### src/rtl/calseq_pkg.sv
package calseq_pkg;

    typedef enum logic [1:0] {
        ST_IDLE = 2'd0,
        ST_WAIT = 2'd1,
        ST_RUN  = 2'd2
    } cal_state_e;

    // Position of the converter-invalid flag inside the outgoing frame
    localparam int STATUS_SLOT = 6;
    localparam int STATUS_BIT  = 7;

endpackage

### src/rtl/calseq_edge.sv
module calseq_edge #(
    parameter int W = 2
) (
    input  logic         clk,
    input  logic         rst_n,
    input  logic [W-1:0] sig_i,
    output logic [W-1:0] rise_o
);

    logic [W-1:0] prev_d, prev_q;

    always_comb begin
        prev_d = sig_i;
    end

    always_ff @(posedge clk or negedge rst_n) begin
        if (!rst_n) prev_q <= '0;
        else        prev_q <= prev_d;
    end

    for (genvar i = 0; i < W; i++) begin : g_rise
        assign rise_o[i] = sig_i[i] & ~prev_q[i];
    end

endmodule

### src/rtl/calseq_settle.sv
module calseq_settle #(
    parameter int CYCLES = 12_500_000
) (
    input  logic clk,
    input  logic rst_n,
    input  logic clr_i,
    output logic settled_o
);

    localparam int TW = (CYCLES > 1) ? $clog2(CYCLES + 1) : 1;
    localparam logic [TW-1:0] LIMIT = TW'(CYCLES);

    logic [TW-1:0] cnt_d, cnt_q;

    always_comb begin
        cnt_d = cnt_q;
        if (clr_i)              cnt_d = '0;
        else if (cnt_q != LIMIT) cnt_d = cnt_q + 1'b1;
    end

    always_ff @(posedge clk or negedge rst_n) begin
        if (!rst_n) cnt_q <= '0;
        else        cnt_q <= cnt_d;
    end

    assign settled_o = (cnt_q == LIMIT);

    AST_CLR_UNSETTLES: assert property (@(posedge clk) disable iff (!rst_n)
        clr_i |=> !settled_o);

endmodule

### src/rtl/calseq_ctrl.sv
module calseq_ctrl
    import calseq_pkg::*;
#(
    parameter int FRAMES = 194
) (
    input  logic clk,
    input  logic rst_n,
    input  logic fs_rise_i,
    input  logic md_rise_i,
    input  logic pwr_down_i,
    input  logic settled_i,
    input  logic in_sel_i,
    output logic busy_o,
    output logic invalid_o,
    output logic done_o,
    output logic sel_o
);

    localparam int CW = (FRAMES > 1) ? $clog2(FRAMES) : 1;
    localparam logic [CW-1:0] LAST = CW'(FRAMES - 1);

    typedef struct packed {
        cal_state_e    st;
        logic [CW-1:0] cnt;
        logic          done;
        logic          sel;
        logic          inval;
    } ctrl_t;

    ctrl_t s_d, s_q;
    logic  abort;

    assign abort = pwr_down_i | md_rise_i;

    always_comb begin
        s_d      = s_q;
        s_d.done = 1'b0;
        unique case (s_q.st)
            ST_IDLE: begin
                if (md_rise_i) begin
                    s_d.st  = ST_WAIT;
                    s_d.cnt = '0;
                end
            end
            ST_WAIT: begin
                s_d.cnt = '0;
                if (!abort && settled_i) begin
                    s_d.st  = ST_RUN;
                    s_d.sel = in_sel_i;
                end
            end
            ST_RUN: begin
                if (abort) begin
                    s_d.st  = ST_WAIT;
                    s_d.cnt = '0;
                end else if (fs_rise_i) begin
                    if (s_q.cnt == LAST) begin
                        s_d.st   = ST_IDLE;
                        s_d.cnt  = '0;
                        s_d.done = 1'b1;
                    end else begin
                        s_d.cnt = s_q.cnt + 1'b1;
                    end
                end
            end
            default: s_d.st = ST_IDLE;
        endcase
        s_d.inval = (s_d.st != ST_IDLE);
    end

    always_ff @(posedge clk or negedge rst_n) begin
        if (!rst_n) begin
            s_q.st    <= ST_WAIT;
            s_q.cnt   <= '0;
            s_q.done  <= 1'b0;
            s_q.sel   <= 1'b0;
            s_q.inval <= 1'b1;
        end else begin
            s_q <= s_d;
        end
    end

    assign busy_o    = (s_q.st != ST_IDLE);
    assign invalid_o = s_q.inval;
    assign done_o    = s_q.done;
    assign sel_o     = s_q.sel;

    AST_DONE_ONE_CYCLE: assert property (@(posedge clk) disable iff (!rst_n)
        s_q.done |=> !s_q.done);

    AST_DONE_CLEARS_FLAG: assert property (@(posedge clk) disable iff (!rst_n)
        s_q.done |-> !s_q.inval);

    AST_COUNT_IN_RANGE: assert property (@(posedge clk) disable iff (!rst_n)
        s_q.cnt <= LAST);

    AST_RESTART_KEEPS_FLAG: assert property (@(posedge clk) disable iff (!rst_n)
        (md_rise_i && s_q.st != ST_IDLE) |=> (s_q.inval && !s_q.done));

    AST_SEL_HELD_IN_RUN: assert property (@(posedge clk) disable iff (!rst_n)
        (s_q.st == ST_RUN && $past(s_q.st) == ST_RUN) |-> $stable(s_q.sel));

    AST_RUN_AFTER_SETTLE: assert property (@(posedge clk) disable iff (!rst_n)
        ($past(s_q.st) == ST_WAIT && s_q.st == ST_RUN) |-> $past(settled_i));

endmodule

### src/rtl/calseq_top.sv
module calseq_top
    import calseq_pkg::*;
#(
    parameter int FRAMES        = 194,
    parameter int SETTLE_CYCLES = 12_500_000,
    parameter int SLOT_W        = 3,
    parameter int BIT_W         = 3
) (
    input  logic              clk,
    input  logic              rst_n,
    input  logic              pwr_down_i,
    input  logic              mode_data_i,
    input  logic              fsync_i,
    input  logic              in_sel_i,
    input  logic [SLOT_W-1:0] slot_idx_i,
    input  logic [BIT_W-1:0]  bit_idx_i,
    input  logic              ser_bit_i,
    output logic              ser_bit_o,
    output logic              adc_invalid_o,
    output logic              busy_o,
    output logic              done_o,
    output logic              cal_sel_o
);

    localparam logic [SLOT_W-1:0] FLAG_SLOT = SLOT_W'(STATUS_SLOT);
    localparam logic [BIT_W-1:0]  FLAG_BIT  = BIT_W'(STATUS_BIT);

    logic [1:0] rise;
    logic       settled;
    logic       at_flag;

    calseq_edge #(.W(2)) u_edge (
        .clk    (clk),
        .rst_n  (rst_n),
        .sig_i  ({mode_data_i, fsync_i}),
        .rise_o (rise)
    );

    calseq_settle #(.CYCLES(SETTLE_CYCLES)) u_settle (
        .clk       (clk),
        .rst_n     (rst_n),
        .clr_i     (pwr_down_i),
        .settled_o (settled)
    );

    calseq_ctrl #(.FRAMES(FRAMES)) u_ctrl (
        .clk        (clk),
        .rst_n      (rst_n),
        .fs_rise_i  (rise[0]),
        .md_rise_i  (rise[1]),
        .pwr_down_i (pwr_down_i),
        .settled_i  (settled),
        .in_sel_i   (in_sel_i),
        .busy_o     (busy_o),
        .invalid_o  (adc_invalid_o),
        .done_o     (done_o),
        .sel_o      (cal_sel_o)
    );

    assign at_flag = (slot_idx_i == FLAG_SLOT) && (bit_idx_i == FLAG_BIT);

    always_comb begin
        if (at_flag)     ser_bit_o = adc_invalid_o;
        else if (busy_o) ser_bit_o = 1'b0;
        else             ser_bit_o = ser_bit_i;
    end

endmodule

### config.mk
export PLATFORM = sky130hd
export DESIGN_NAME = calseq_top
export DESIGN_NICKNAME = d
export VERILOG_FILES = /design/src/rtl/calseq_pkg.sv /design/src/rtl/calseq_edge.sv /design/src/rtl/calseq_settle.sv /design/src/rtl/calseq_ctrl.sv /design/src/rtl/calseq_top.sv
export SDC_FILE = /design/constraint.sdc
export NUM_CORES = 1
export LEC_CHECK = 0
export BUFFER_PORTS_ARGS = -buffer_cell sky130_fd_sc_hd__buf_4
export CORE_MARGIN = 2
export CORE_UTILIZATION = 53
export DETAILED_ROUTE_END_ITERATION = 12
export GPL_ROUTABILITY_DRIVEN = 0
export PLACE_DENSITY = 0.78
export SYNTH_ARGS = -nofsm -noshare
export SYNTH_HDL_FRONTEND = slang
export SYNTH_SLANG_ARGS = --single-unit
### constraint.sdc
create_clock -name clk -period 1.61 [get_ports clk]
set_input_delay 0.483 -clock clk [delete_from_list [all_inputs] [get_ports clk]]
set_output_delay 0.483 -clock clk [all_outputs]
set_load 0.03 [all_outputs]
* Yosys cells after proc, flatten, opt, wreduce, memory -nomap -nowiden
Index checks and enable logic that the tools add are counted.
** Storage, ports and cells
- Register bits after elaboration :: 39
- Input port bits :: 13
- Output and inout port bits :: 5
- Logic and storage cells :: 48
** Operators by class
- Add/sub/neg operators :: 2
- Equality and inequality tests :: 9
- Mux-type cells :: 15
- Bitwise operators :: 5
- Reduce and logical (&&, ||, !) cells :: 10
** Operators by type and width (number)
- two-way mux 24 bit :: 2
- adder 24 x 1 -> 24 bit, second input constant :: 1
- equality test 24 bit, second input constant :: 1
- != test 24 bit, second input constant :: 1
- case mux 8 bit (3 select lines) :: 1
- two-way mux 10 bit :: 2
- two-way mux 11 bit :: 1
- adder 8 x 1 -> 8 bit, second input constant :: 1
- equality test 8 bit, second input constant :: 1
- two-way mux 8 bit :: 1
- equality test 3 bit, second input constant :: 2
- case mux 2 bit (3 select lines) :: 1
- nonzero test 2 bit :: 3
- two-way mux 1 bit :: 5
- two-way mux 2 bit :: 2
- != test 3 x 1 -> 1 bit, second input constant :: 1
- AND reduction 3 bit :: 1
- nonzero test 3 bit :: 1
- AND 1 bit :: 2
- equality test 2 x 1 -> 1 bit, second input constant :: 1
- equality test 2 bit, second input constant :: 1
- logical AND 1 bit :: 2
- logical NOT 2 bit :: 1
- != test 2 x 1 -> 1 bit, second input constant :: 1
- 4 further kinds :: 5

* Logic depth before layout (Yosys ltp)
Gate-level depths: netlist (run 1).
- Depth in word-level cells :: 8
- Mapped depth :: 7
- Mapped depth without buffers :: 7

* Modules after synthesis
A second synthesis (run 1) with hierarchy kept.
** Unflattened totals
- Cells, all modules :: 219
- Area total of the unflattened synthesis :: 2159.6 um2
** Modules (own cells, without submodules)
- calseq_settle :: times used 1, cells each 132, area each 1251.2 um2, sequential area each 600.6 um2
- calseq_ctrl :: times used 1, cells each 79, area each 794.5 um2, sequential area each 327.8 um2
- calseq_edge :: times used 1, cells each 4, area each 77.6 um2, sequential area each 50.0 um2
- calseq_top :: times used 1, cells each 4, area each 36.3 um2, sequential area each 0.0 um2

* Worst setup path before layout (run 1)
OpenSTA, ideal clock, no wires.
- Path kind :: in2reg
- Start point :: input port mode_data_i
- End point :: register u_ctrl.s_q[7] (netlist bit)
- Setup time :: 0.076 ns
- Data arrival time :: 1.694 ns
- Path slack :: -0.160 ns
- Cell stages on the path :: 5
- Buffers on the path :: 0
- Cell sequence :: nor2b_4 or4b_4 nor3b_4 nand2b_2 o21ai_1
** On the way
- Cells in the longest elaborated chain, start to end :: 4
- Elaborated cells on any way between the ends :: 7
** Ends and longest elaborated chain
- start, declared :: line calseq_top.sv:12 : input logic mode_data_i,
- AND 1 bit (*) :: line calseq_edge.sv:22 : assign rise_o[i] = sig_i[i] & ~prev_q[i];
- bitwise OR 1 bit :: line calseq_ctrl.sv:33 : assign abort = pwr_down_i | md_rise_i;
- != test 3 x 1 -> 1 bit (no source line) or two-way mux 10 bit (tied branches)
- AND reduction 3 bit (no source line) or case mux 8 bit (3 select lines) (tied branches)
- end, declared :: line calseq_ctrl.sv:30 : ctrl_t s_d, s_q;
Every way passes the cells marked *; elsewhere a longest branch is shown, timed or not.
A chain may end at the register's enable or synchronous reset.

* Final worst setup path (run 1)
- Start point :: register u_ctrl.s_q[11] (netlist bit)
- End point :: output port ser_bit_o
** On the way
- Cells in the longest elaborated chain, start to end :: 3
** Ends and longest elaborated chain
- nonzero test 2 bit :: line calseq_ctrl.sv:83 : assign busy_o = (s_q.st != ST_IDLE);
- two-way mux 1 bit :: line calseq_top.sv:64 : else if (busy_o) ser_bit_o = 1'b0;
- two-way mux 1 bit :: line calseq_top.sv:63 : if (at_flag) ser_bit_o = adc_invalid_o;
- end, declared :: line calseq_top.sv:18 : output logic ser_bit_o,
No other way between the ends.

==> impl_metrics.json, run 1 <==
{
  "post-route-min-period_ps": 2060,
  "drcViolationCount": 0,
  "clk_latency_ps": 320,
  "dr.pass1.iters": 5,
  "detail_route.wl_per_cell_um": 22.1,
  "yosysUniqueCellTypes": 47,
  "netlist_area_um2": 2140,
  "total_leakage_power_nw": 1.54,
  "finalCritPeriodShare_pct": 128,
  "slew_headroom_pct": 65.3,
  "path_delay_family": "flip-flops",
  "crit_fanout": 2,
  "ant_nets": 0,
  "required_ps": 1130,
  "h-tree-depth": 2,
  "synth.largest_area_cell": "dfrtp_1",
  "setup_viol": 20,
  "die_w_um": 67.5,
  "path_class": "reg -> out",
  "die_h_um": 67.5,
  "vias_per_cell": 6.45,
  "power.density_nw_per_um2": 877,
  "synth-main-ff-cell": "dfrtp_1",
  "synth-adder-area-share_pct": 4.68,
  "cts_max_path_buffers": 2,
  "path_cells": "inv_4 -> ha_4 -> nand2_2 -> a31oi_1 -> a41o_2 -> buf_6",
  "synthMuxAreaShare_pct": 0.994,
  "clk_pin_slew_ps": 90,
  "synth_seq_area_share_pct": 45.7,
  "synthSimpleGateAreaFrac_pct": 27.7,
  "arrival_ps": 1580,
  "violations": "negative setup slack",
  "synthesis.nets": 246,
  "top_layer": "met4",
  "design_area_um2": 3280,
  "vdd_drop_max_v": 0.000514,
  "synth_xor_area_share_pct": 7.37,
  "rsz0062_at_grt": "true",
  "port_buffers": 17,
  "path_buf_inv": 2,
  "cap_violations": 0,
  "antenna_found_initial": 0,
  "setup_tns_ps": -5430,
  "ctsRootBufferMaster": "clkbuf_8",
  "track_usage_pct": 32.7,
  "fin_skew_ps": 14.5,
  "critPathCaptureType": "output port",
  "start_util_pct": 54.3,
  "drive_above_1_share_pct": 47.8,
  "syn_avg_cell_area_um2": 9.51,
  "power.total_mw": 2.87,
  "status": "finished, violations left",
  "vias": 2374,
  "rows": 23,
  "dpl_cell_area_um2": 2700,
  "max_freq_mhz": 486,
  "ys_async_sr_fraction_pct": 100,
  "maxSlewViolCount": 0,
  "synth_top_family_by_area": "simple AND/OR/NAND/NOR gates",
  "syn_inst": 225,
  "area_delta_synth_final_pct": 53.1,
  "hold_class": "in -> async",
  "drt_iter0_markers": 237,
  "tritoncts": "built",
  "ys_warn_count": 0,
  "synthTopCellsByCount": "dfrtp_1 (37), nor2_1 (27), inv_1 (14), nand3_1 (14), xor2_1 (13)",
  "fin_nets": 338,
  "ys_ff_latch": 39,
  "grt_max_degree": 40,
  "worst_slack_ps": -449,
  "hold_viol_final": 0,
  "synth_edf_count": 0,
  "globalRoute.totalOverflow": 0,
  "wl_met3_um": 691,
  "start_kind": "flip-flop",
  "wl_um": 8130,
  "synth_area_leaders": "dfrtp_1 (43%), xor2_1 (5.3%), nor2_1 (4.7%), ha_1 (4.7%), nand3_1 (3.3%)",
  "synth_most_common_cell": "dfrtp_1",
  "post-dp-hpwl_um": 3790,
  "synth_top_area_share_pct": 43.3,
  "die-area_um2": 4560,
  "synth_compound_area_share_pct": 9.94,
  "cts_hold_buf": 0,
  "dp_slack_ps": -412,
  "critical_path.slowest_cell": "dfstp_2",
  "grt_pass1_vias": 2250,
  "pin_count": 18,
  "max_slew.worst_pin.slew_ps": 520,
  "numCtsBuffers": 5,
  "hold_slack_ps": 126,
  "diodes": 0,
  "slowest_delay_ps": 570,
  "wl_met1_um": 2970,
  "cts.sinks": 39,
  "core_um2": 3940,
  "grt_pass1_wl_um": 10600,
  "dr_wl_met2_um": 3810
}
-- repair_timing --
item                                    4_1_cts  5_1_grt
endpoints found under the setup margin       21       30
setup buffers                                16        7
gates resized for setup                      37       37
pin swaps                                    16       22
-- final cells by class --
type                            count  area, µm²
Multi-Input combinational cell    166       1350
Sequential cell                    39        978
Timing Repair Buffer               91        728
Fill cell                         166        667
Clock buffer                        8        100
Tap cell                           50       62.6
Inverter                           14       57.6
-- per-stage QoR --
step / cells / util, %
after floorplan: 225 / -
after global placement: 337 / 68.5
after detailed placement: 337 / 68.5
after CTS: 361 / 77.9
after global routing: 368 / 83.1
final: 368 / 83.1
-- cells in the final DEF (no fill, tap or decap), drive strengths merged, types with 2 or more instances in the layout --
cell type	n
nand2	11
a21oi	10
buf	91
o22ai	4
nor3b	2
o41ai	2
and2	3
and4	6
xor2	13
or3	4
clkbuf	8
dfstp	2
nor4b	2
nand3	14
nand4	8
nor3	5
and3	7
nand2b	5
xnor2	5
o21ai	10
nor2	27
inv	14
nand4b	2
dfrtp	37
ha	8
a31oi	3
-- registers in the layout, indices dropped and copies added (netlist names) --
signal	count
u_edge.prev_q	2
u_ctrl.done_o	1
u_ctrl.sel_o	1
u_settle.cnt_q	24
u_ctrl.invalid_o	1
u_ctrl.s_q	10
-- worst register-to-register path, stage by stage (launching register included) --
cell,delay [ps]
dfstp_2,570
inv_4,50
ha_4,170
buf_4,130
buf_6,120
a31oi_1,180
o21bai_1,100
buf_4,180
buf_4,160
a21oi_1,120
o22ai_1,90
-- layer usage --
metal  vias up  track usage (%)
li1        985                -
met1      1140             36.7
met2       181             52.6
met3        68             8.33
met4         0             25.5
met5         -                0
-- kinds of logic (layout without fill, tap and decap cells) --
kind of cell               after synthesis  after routing
AOI/OAI and AO/OA                       35             35
xor gates and xnor gates                18             18
adders and majority gates                8              8
buffers and inverters                   20            113
DFF                                     39             39
muxes                                    2              2
and+or+nand+nor                        103            103
-- final timing paths --
check	startpoint	to	slack, ps	depth (start not counted)
worst max-delay path	u_ctrl.s_q[11]	ser_bit_o	-450	6
worst min-delay path	rst_n	u_settle.cnt_q[17]	130	1
worst max register to register	u_ctrl.s_q[11]	u_ctrl.s_q[10]	-380	10
worst min register to register	u_ctrl.sel_o	u_ctrl.sel_o	540	1
max in group asynchronous	rst_n	u_settle.cnt_q[4]	1100	1
min in group clk	mode_data_i	u_edge.prev_q[1]	280	1
-- where the power goes --
part | switching (mW) | internal, mW
combinational | 0.511 | 0.513
clock | 0.394 | 0.392
sequential | 0.0296 | 1.03
total | 0.934 | 1.94
Power figures use the tool's default switching activity.
==> run 2: changes to the inputs <==
Settings changed: ABC_AREA set to 1, CORE_UTILIZATION 53 to 54, PLACE_DENSITY 0.78 to 0.79, REMOVE_ABC_BUFFERS set to 1, SLEW_MARGIN set to 20.
==> run 2 against run 1 <==
  * The flow still finishes with violations (negative setup slack)
  * Critical endpoint unchanged
  * Largest cell class unchanged
  * Sequential share of layout area rose by 4.9 points
  * Register-to-register slack improved by 350 ps
  * Die area rose by 6.5%
  * Synthesized cell count grew 37%
  * Clock skew decreased by 8.5 ps
==> impl_metrics.json, run 2 <==
{
  "status": "finished, violations left",
  "violations": "negative setup slack",
  "ys_ff_latch": 39,
  "power.total_mw": 2.39,
  "power.density_nw_per_um2": 846,
  "vias": 2076,
  "ys_async_sr_fraction_pct": 100,
  "port_buffers": 17,
  "top_register": "u_settle.cnt_q",
  "instances_no_fill": 394,
  "die_h_um": 69.7,
  "h-tree-depth": 2,
  "ys_warn_count": 0,
  "synth-main-ff-cell": "dfrtp_1",
  "arrival_ps": 1320,
  "maxSlewViolCount": 0,
  "diodes": 0,
  "dpl_cell_area_um2": 2540,
  "grt_max_degree": 40,
  "dr.pass1.iters": 4,
  "fin_skew_ps": 6.02,
  "wl_um": 5090,
  "synth_edf_count": 0,
  "pin_count": 18,
  "synth_top_area_share_pct": 39.7,
  "hold_viol_final": 0,
  "die_w_um": 69.7,
  "required_ps": 1130,
  "rsz0062_at_grt": "true",
  "clk_pin_slew_ps": 70,
  "die-area_um2": 4860,
  "post-dp-hpwl_um": 3530,
  "synthTopCellsByCount": "nand2_1 (72), inv_1 (46), dfrtp_1 (37)",
  "critPathCaptureType": "output port",
  "fin_nets": 364,
  "cts_max_path_buffers": 2,
  "start_util_pct": 57.0,
  "post-route-min-period_ps": 1800,
  "mostFrequentLayoutCell": "nand2_1",
  "synth_seq_area_share_pct": 42.0,
  "detail_route.wl_per_cell_um": 12.9,
  "r2r_slack_ps": -30,
  "cts.sinks": 39,
  "design_area_um2": 2820,
  "ctsRootBufferMaster": "clkbuf_8",
  "syn_inst": 309,
  "synth.largest_area_cell": "dfrtp_1",
  "numCtsBuffers": 5,
  "drt_iter0_markers": 186,
  "clk_latency_ps": 290,
  "reg.largest.list": "u_settle.cnt_q: 24 flops, u_ctrl.s_q: 10 flops, u_edge.prev_q: 2 flops",
  "dp_slack_ps": -91.5,
  "max_slew.worst_pin.slew_ps": 490,
  "track_usage_pct": 21.7,
  "antenna_found_initial": 0,
  "vias_per_cell": 5.27,
  "ant_nets": 0,
  "slew_headroom_pct": 67.3,
  "n_fill_cell": 331,
  "placed_cells": 378,
  "drive_above_1_share_pct": 28.2,
  "syn_avg_cell_area_um2": 7.54,
  "grt_pass1_vias": 1941,
  "largest_register_ff_count": 24,
  "tritoncts": "built",
  "synth_area_leaders": "dfrtp_1 (40%), nand2_1 (12%), inv_1 (7.4%), nor2_1 (5.5%), ha_1 (4.3%)",
  "finalCritPeriodShare_pct": 112,
  "total_leakage_power_nw": 1.19,
  "drcViolationCount": 0,
  "finish.utilization_pct": 69.0,
  "setup_tns_ps": -422,
  "hold_class": "in -> async",
  "path_class": "reg -> out",
  "max_freq_mhz": 555,
  "rows": 23,
  "area_delta_synth_final_pct": 20.9,
  "netlist_area_um2": 2330,
  "start_kind": "flip-flop",
  "cap_violations": 0,
  "synth_most_common_cell": "nand2_1",
  "core_um2": 4090,
  "crit_fanout": 3,
  "vdd_drop_max_v": 0.000535,
  "worst_slack_ps": -192,
  "globalRoute.totalOverflow": 0,
  "setup_viol": 6,
  "grt_pass1_wl_um": 8470,
  "yosysUniqueCellTypes": 33,
  "hold_slack_ps": 158,
  "final_cell_mix": "nand2_1 (64), inv_1 (44), dfrtp_1 (36)"
}
[run 2: cell count changes in the layout (fill, tap and decap cells not counted), sizes merged, moves of 9 or more]
cell	delta
inv	+37
a21oi	+9
nor2	+17
nor3	+9
xor2	-11
buf	-62
nand2	+66
[run 2: cell families after synthesis]
kind of cell | synth area share [%]
simple gates | 34.2
buf+inv | 9.29
flops | 42.0
compound gates | 9.50
fa+ha+maj | 4.29
xor+xnor | 0.752
[run 2: power breakdown]
group,internal [mW],switching (mW),total [mW]
logic,0.280,0.426,0.706
registers,1.03,0.0225,1.06
clock network,0.308,0.315,0.623
total,1.62,0.764,2.39
[run 2: worst paths after layout]
check	startpoint	end	depth (start not counted)
hold reg to reg	u_ctrl.sel_o	u_ctrl.sel_o	2
setup reg to reg	u_ctrl.s_q[11]	u_ctrl.s_q[12]	12
setup / recovery	u_ctrl.s_q[11]	ser_bit_o	5
hold / removal	rst_n	u_ctrl.sel_o	1
max in group asynchronous	rst_n	u_ctrl.s_q[3]	1
min in group clk	mode_data_i	u_edge.prev_q[1]	1
[run 2: timing repair]
item,CTS,global route
endpoints found under the setup margin,7,21
pin swaps,6,16
cloned,1,0
buffers inserted,4,4
resized for setup,13,31
hold buffers,0,0
[run 2: cell type report]
type / count / area (µm²) / share of cell area, %
repair inverters: 1 / 7.51 / 0.266
multi-input cells: 215 / 1260 / 44.7
well taps: 50 / 62.6 / 2.22
repair buffers: 29 / 225 / 7.99
inverters: 52 / 203 / 7.19
flip-flops and latches: 39 / 980 / 34.8
clock buffers: 8 / 80.1 / 2.84
[run 2: routing by layer]
layer | track usage, % | vias up | wire length, µm
met4 | 7.26 | 0 | 93
met2 | 36.1 | 47 | 2490
met3 | 3.49 | 10 | 197
met1 | 28.8 | 962 | 2300
li1 | - | 1057 | -
met5 | 0 | - | 0
[run 2: critical path, cell delays in order, from the launching register on]
cell,delay (ps)
dfstp_2,540
inv_2,50
ha_4,150
nand2_1,50
o21ai_1,60
buf_4,170
==> run 3: changes to the inputs <==
Clock period 1.61 ns to 1.6 ns, I/O delays scaled along.
==> run 3 against run 2 <==
  * Global-route usage up 0.39 points
  * Core utilization up 0.15 points
  * The run still ends with negative setup slack left
  * Power up 1.5%
==> impl_metrics.json, run 3 (synthesized netlist as in run 2, its figures left out) <==
{
  "maxSlewViolCount": 0,
  "die-area_um2": 4860,
  "antenna_found_initial": 0,
  "clk_latency_ps": 300,
  "final_cell_mix": "nand2_1 (63), inv_1 (42), dfrtp_1 (36)",
  "grt_max_degree": 40,
  "slew_headroom_pct": 66.4,
  "dr.pass1.iters": 4,
  "drcViolationCount": 0,
  "detail_route.wl_per_cell_um": 13.1,
  "setup.worst_path.start": "bit_idx_i[2]",
  "start_kind": "input pin",
  "path_buf_inv": 2,
  "cts_max_path_buffers": 2,
  "numCtsBuffers": 5,
  "r2r_slack_ps": -40,
  "max_slew.worst_pin.slew_ps": 503,
  "drive_above_1_share_pct": 28.9,
  "required_ps": 1120,
  "track_usage_pct": 22.1,
  "fin_skew_ps": 6.28,
  "clk_pin_slew_ps": 70,
  "vias": 2135,
  "pin_count": 18,
  "area_delta_synth_final_pct": 21.2,
  "grt_pass1_wl_um": 8690,
  "drt_iter0_markers": 167,
  "setup_viol": 7,
  "hold_slack_ps": 138,
  "die_h_um": 69.7,
  "max_freq_mhz": 552,
  "ant_nets": 0,
  "port_buffers": 17,
  "total_leakage_power_nw": 1.20,
  "reg.largest.list": "u_settle.cnt_q: 24 flops, u_ctrl.s_q: 10 flops, u_edge.prev_q: 2 flops",
  "status": "finished, violations left",
  "start_util_pct": 57.0,
  "vias_per_cell": 5.39,
  "ctsRootBufferMaster": "clkbuf_8",
  "top_register": "u_settle.cnt_q",
  "mostFrequentLayoutCell": "nand2_1",
  "cts.sinks": 39,
  "path_cells": "buf_4 -> nand4_1 -> nor3b_1 -> nand2_1 -> o21ai_2 -> buf_6",
  "critPathCaptureType": "output port",
  "slowest_delay_ps": 330,
  "die_w_um": 69.7,
  "post-dp-hpwl_um": 3540,
  "hold_class": "in -> async",
  "n_fill_cell": 341,
  "cts_hold_buf": 0,
  "tritoncts": "built",
  "diodes": 0,
  "crit_fanout": 2,
  "grt_pass1_vias": 2020,
  "rsz0062_at_grt": "true",
  "globalRoute.totalOverflow": 0,
  "dp_slack_ps": -97.0,
  "reg2reg_from": "u_ctrl.s_q[11]",
  "path_class": "in -> out",
  "h-tree-depth": 2,
  "fin_nets": 366,
  "core_um2": 4090,
  "rows": 23,
  "arrival_ps": 1330,
  "violations": "negative setup slack",
  "vdd_drop_max_v": 0.000466,
  "wl_um": 5190,
  "path_delay_family": "simple AND/OR/NAND/NOR gates",
  "cap_violations": 0,
  "largest_register_ff_count": 24,
  "worst_slack_ps": -211,
  "critical_path.slowest_cell": "nor3b_1",
  "finalCritPeriodShare_pct": 113,
  "hold_viol_final": 0,
  "post-route-min-period_ps": 1810,
  "power.density_nw_per_um2": 857
}
run 3: final timing paths:
check,to,depth (start not counted)
setup reg to reg,u_ctrl.s_q[3],10
setup / recovery,ser_bit_o,6
max in group asynchronous,u_ctrl.s_q[3],1
hold / removal,u_settle.cnt_q[23],1
min in group clk,u_edge.prev_q[1],1
hold reg to reg,u_ctrl.sel_o,2
run 3: per-layer routing:
layer	part of all wire (%)	up-vias	track usage, %
li1	-	1063	-
met1	44	1004	29.2
met2	50	60	36.5
met3	4.4	8	4.80
met4	1.5	0	6.41
met5	0	-	0
run 3: timing repair:
action	in CTS	in global routing
pin swaps	6	10
resized for setup	13	30
setup endpoints to repair	9	23
gates cloned	1	0
buffers inserted	4	6
run 3: area by class of cell:
type	count	area (µm²)	area share, %
clock buffers	7	76.3	2.70
clock inverters	1	5.00	0.177
inverters	52	198	7.00
multi-input cells	215	1250	44.3
flip-flops and latches	39	980	34.7
well taps	50	62.6	2.21
repair buffers	31	244	8.64
repair inverters	1	7.51	0.266
run 3: worst register-to-register path: cells and delay by family (launching register included):
| family | cells | cell delay (ps) |
|---|---|---|
| AOI/OAI and AO/OA | 1 | 160 |
| and+or+nand+nor | 4 | 360 |
| buffers and inverters | 4 | 340 |
| adders and majority gates | 1 | 150 |
| DFF | 1 | 550 |
run 3: metrics by stage:
| step | instance area, µm² | instances | total power [mW] | setup TNS (ps) | utilization, % |
|---|---|---|---|---|---|
| final | 2830 | 396 | 2.42 | -475 | 69.1 |
| after global routing | 2830 | 396 | 2.54 | -1460 | 69.1 |
| after CTS | 2700 | 391 | 2.35 | -381 | 66.1 |
| after detailed placement | 2540 | 378 | 1.62 | -260 | 62.2 |
| after global placement | 2540 | 378 | 1.61 | -55.9 | 62.2 |
| after floorplan | 2310 | 306 | 1.42 | -1320 | - |
run 3: power breakdown:
group,internal [mW],switching [mW]
sequential,1.04,0.0247
combinational,0.277,0.428
clock,0.306,0.345
